[src/rtl/seg_access_check.sv]
module seg_access_check #(
  parameter int AW     = 32,
  parameter int SW     = 4,
  parameter int SELW   = 16,
  parameter int SZW    = 4,
  parameter int CHK_LO = 0,
  parameter int CHK_HI = 6
) (
  input  logic            clk,
  input  logic            rst_n,
  input  logic            req_valid,
  input  logic [SW-1:0]   req_seg,
  input  logic [SELW-1:0] req_sel,
  input  logic [AW-1:0]   req_base,
  input  logic [AW-1:0]   req_limit,
  input  logic            req_readable,
  input  logic            req_writable,
  input  logic            req_expdown,
  input  logic [AW-1:0]   req_offset,
  input  logic [SZW-1:0]  req_size,
  input  logic            req_write,
  input  logic            req_fetch,
  output logic            rsp_valid,
  output logic            rsp_fault,
  output logic [AW-1:0]   rsp_addr
);

  localparam int EW = AW + 1;

  logic            in_chk;
  logic [SZW-1:0]  eff_size;
  logic [EW-1:0]   last_byte;
  logic            null_f, wr_f, rd_f, up_f, dn_f, lim_f, any_f;

  assign in_chk    = (int'(req_seg) >= CHK_LO) && (int'(req_seg) <= CHK_HI);
  assign eff_size  = (req_size == '0) ? SZW'(1) : req_size;
  assign last_byte = {1'b0, req_offset} + EW'(eff_size) - EW'(1);

  assign null_f = in_chk && (req_sel == '0);
  assign wr_f   = in_chk && req_write && !req_writable;
  assign rd_f   = in_chk && !req_write && !req_fetch && !req_readable;
  assign up_f   = last_byte > {1'b0, req_limit};
  assign dn_f   = req_offset <= req_limit;
  assign lim_f  = (in_chk && req_expdown) ? dn_f : up_f;
  assign any_f  = null_f || wr_f || rd_f || lim_f;

  always_ff @(posedge clk) begin
    if (!rst_n) begin
      rsp_valid <= 1'b0;
      rsp_fault <= 1'b0;
      rsp_addr  <= '0;
    end else begin
      rsp_valid <= req_valid;
      rsp_fault <= req_valid && any_f;
      rsp_addr  <= (req_valid && !any_f) ? (req_base + req_offset) : '0;
    end
  end

  p_latency_r1: assert property (@(posedge clk) disable iff (!rst_n)
    req_valid |=> rsp_valid);
  p_idle_r1: assert property (@(posedge clk) disable iff (!rst_n)
    !req_valid |=> !rsp_valid);
  p_addr_zero_r2: assert property (@(posedge clk) disable iff (!rst_n)
    (rsp_fault || !rsp_valid) |-> (rsp_addr == '0));
  p_fault_valid_r9: assert property (@(posedge clk) disable iff (!rst_n)
    rsp_fault |-> rsp_valid);
  p_addr_sum_r2: assert property (@(posedge clk) disable iff (!rst_n)
    (req_valid ##1 (rsp_valid && !rsp_fault)) |->
      (rsp_addr == $past(req_base) + $past(req_offset)));
  p_null_r3: assert property (@(posedge clk) disable iff (!rst_n)
    (req_valid && int'(req_seg) >= CHK_LO && int'(req_seg) <= CHK_HI
     && req_sel == '0) |=> rsp_fault);
  p_ro_write_r4: assert property (@(posedge clk) disable iff (!rst_n)
    (req_valid && int'(req_seg) >= CHK_LO && int'(req_seg) <= CHK_HI
     && req_write && !req_writable) |=> rsp_fault);

endmodule

[config.mk]
export PLATFORM = sky130hd
export DESIGN_NAME = seg_access_check
export DESIGN_NICKNAME = d
export VERILOG_FILES = /design/src/rtl/seg_access_check.sv
export SDC_FILE = /design/constraint.sdc
export NUM_CORES = 1
export LEC_CHECK = 0
export ABC_AREA = 1
export BUFFER_PORTS_ARGS = -buffer_cell sky130_fd_sc_hd__buf_2
export CELL_PAD_IN_SITES_DETAIL_PLACEMENT = 1
export CELL_PAD_IN_SITES_GLOBAL_PLACEMENT = 1
export CORE_ASPECT_RATIO = 0.75
export CORE_MARGIN = 1.5
export CORE_UTILIZATION = 38
export CTS_CLUSTER_DIAMETER = 150
export DETAILED_ROUTE_END_ITERATION = 7
export PLACE_DENSITY = 0.88
export SLEW_MARGIN = 20
export SYNTH_ARGS = -nofsm -noshare
export SYNTH_HDL_FRONTEND = slang
export SYNTH_SLANG_ARGS = --single-unit
[constraint.sdc]
create_clock -name clk -period 4.6 [get_ports clk]
set_clock_uncertainty 0.15 [all_clocks]
set_input_delay 0.23 -clock clk [delete_from_list [all_inputs] [get_ports clk]]
set_output_delay 0.23 -clock clk [all_outputs]
set_load 0.05 [all_outputs]
==> flow_summary.ini <==
[critical_path]
crit_arrival_ns = 4.22
worstSetupPathType = in -> reg
cp_slowest_cell = fa_2
cp-end-kind = flop
crit_top_cell = nand2_1
crit_required_ns = 4.66
slowest_delay_ns = 0.35
setup.worst_path.start_class = primary input
critPathMaxFanout = 8

[synth]
synth_edf_count = 0
synth_area_um2 = 5931
ys_warn_count = 0
netlist.area_leader.share_pct = 27.43
synthCells = 861
synth_top_area_cell = ha_1
syn_area_per_cell_um2 = 6.888
ys_async_sr_fraction_pct = 0
yosysSeqAreaShare_pct = 11.48
ys_types = 48
synth_nets = 1121
synthTopCellsByArea = ha_1, dfxtp_1, inv_1, nand2_1, a21oi_1
synth-seq-cells = 34
synthFlopType = dfxtp_1

[power]
power.density_nw_per_um2 = 223.6
p_leak_nw = 4.007
ir_drop_uv = 156.2
total_power_mw = 1.611

[route]
wl_per_cell_um = 16.36
via_per_inst = 5.205
first_iter_violations = 308
wl_met2_mm = 9.805
wl_mm = 20.36
dr_wl_met3_um = 737
vias = 6475
antenna_left = 0
first_pass_iters = 5
highest_layer = met4
wl_met1_mm = 9.158
drc = 0

[floorplanning]
rows = 39
core-area_um2 = 15220
io_pins = 162
die_x_um = 147.3
die_area_um2 = 16370
start_util_pct = 38.95
chipHeight_um = 111.2

[global_route]
grt_usage_pct = 24.64
grt_max_degree = 15
grt_pass1_vias = 6768
antenna_found_initial = 3
grt_overflow = 0
grt_pass1_wl_mm = 32.54

[flow_run]
drv_cap = 0

[sta]
fmax_mhz = 240.4
setup_viol = 0
slew_viol_final = 0
finalSetupTns_ns = 0
finalHoldViolations = 0
slew_headroom_pct = 72.90
fin_crit_ns = 4.159
setup_ws_ns = 0.4410
tightest_slew_ns = 0.4027
fin_crit_sh_pct = 90.41

[outcome]
status = finished clean

[layout]
layout.nets = 1295
mostFrequentLayoutCells = buf_2, inv_1, nand2_1, ha_1, a21oi_1
fillers = 2088
final_area_um2 = 7206
drive_gt1_share_pct = 22.59
final_core_util_pct = 47.33
layout_commonest_cell = buf_2
syn_to_final_growth_pct = 21.50

[worst_hold_path]
hold_class = in -> reg

[clock_tree]
cts_tree = built
clk_pin_slew_ns = 0.05
cts_buffer_depth = 2
cts.sinks = 34
tritoncts.num_buffers = 5
cts-root-buf = clkbuf_16
cts-htree-levels = 2
postCtsHoldBufs = 0

[placed_design]
placed_area_um2 = 7002
preCtsSetupSlack_ns = -0.004917
io_buffers = 161
dpl.hpwl_mm = 18.41
gp_congestion = 0.9605
final timing paths:
| path | startpoint | end | depth (start not counted) |
|---|---|---|---|
| max | req_offset[1] | rsp_addr[25] | 35 |
| min | req_valid | rsp_fault | 3 |
final cells by class:
class | instances | area, um^2 | area share (%)
multi-input cells | 674 | 4662 | 64.70
repair buffers | 170 | 893.4 | 12.40
flip-flops and latches | 34 | 680.7 | 9.446
inverters | 150 | 563.0 | 7.814
well taps | 205 | 256.5 | 3.560
clock buffers | 6 | 128.9 | 1.789
clock inverters | 2 | 13.76 | 0.1910
diodes | 3 | 7.507 | 0.1042
flip-flops by register name, summed over array words and instances, names as in the netlist:
signal,count
rsp_fault,1
rsp_addr,32
rsp_valid,1
metal layers:
layer	up-vias	GRT usage, %
met4	0	8.200
li1	3242	-
met2	138	44.01
met1	3051	30.73
met3	44	2.510
met5	-	0
Yosys cell counts, types with 3 or more instances:
master	number
xor2_1	41
ha_1	130
o21ai_1	4
inv_1	150
nand2_1	142
xnor2_1	18
a21oi_2	3
nand2_2	3
nand4_1	14
o21ai_2	6
buf_6	3
nor2_2	29
o21ai_0	37
o21a_1	5
a21o_1	7
a21oi_1	104
nand3_1	17
o221ai_1	3
dfxtp_1	34
a211oi_1	4
nor3_1	9
o21bai_1	6
nor4_1	11
nor2_1	52
report_power, final:
group	internal [mW]	switching (mW)
clock network	0.200	0.116
registers	0.310	0.00346
logic	0.365	0.616
timing repair:
| item | CTS | global route |
|---|---|---|
| endpoints found under the setup margin | 0 | 32 |
| setup buffers | 0 | 5 |
| gates resized for setup | 0 | 7 |
worst max-delay path, delay by kind of cell:
family,cells,cell delay (ns)
AND/OR/NAND/NOR,18,1.43
AO/OA/AOI/OAI,7,1.00
adder cells (fa/ha/maj),4,0.99
buffers and inverters,6,0.56
cells by family after synthesis:
kind of cell               Yosys count  synth area share [%]
and+or+nand+nor                    288                 22.41
AOI/OAI and AO/OA                  195                 19.24
buffers and inverters              153                 10.06
adders and majority gates          132                 28.10
xor gates and xnor gates            59                 8.713
DFF                                 34                 11.48
metrics by stage:
stage | instances | hold WS, ns
after global placement | 1228 | 0.3641
after floorplan | 861 | 0.2195
after global routing | 1244 | 0.09035
after detailed placement | 1228 | 0.3551
after CTS | 1236 | 0.06328
final | 1244 | 0.07123
(Power assumes the default switching activity.)
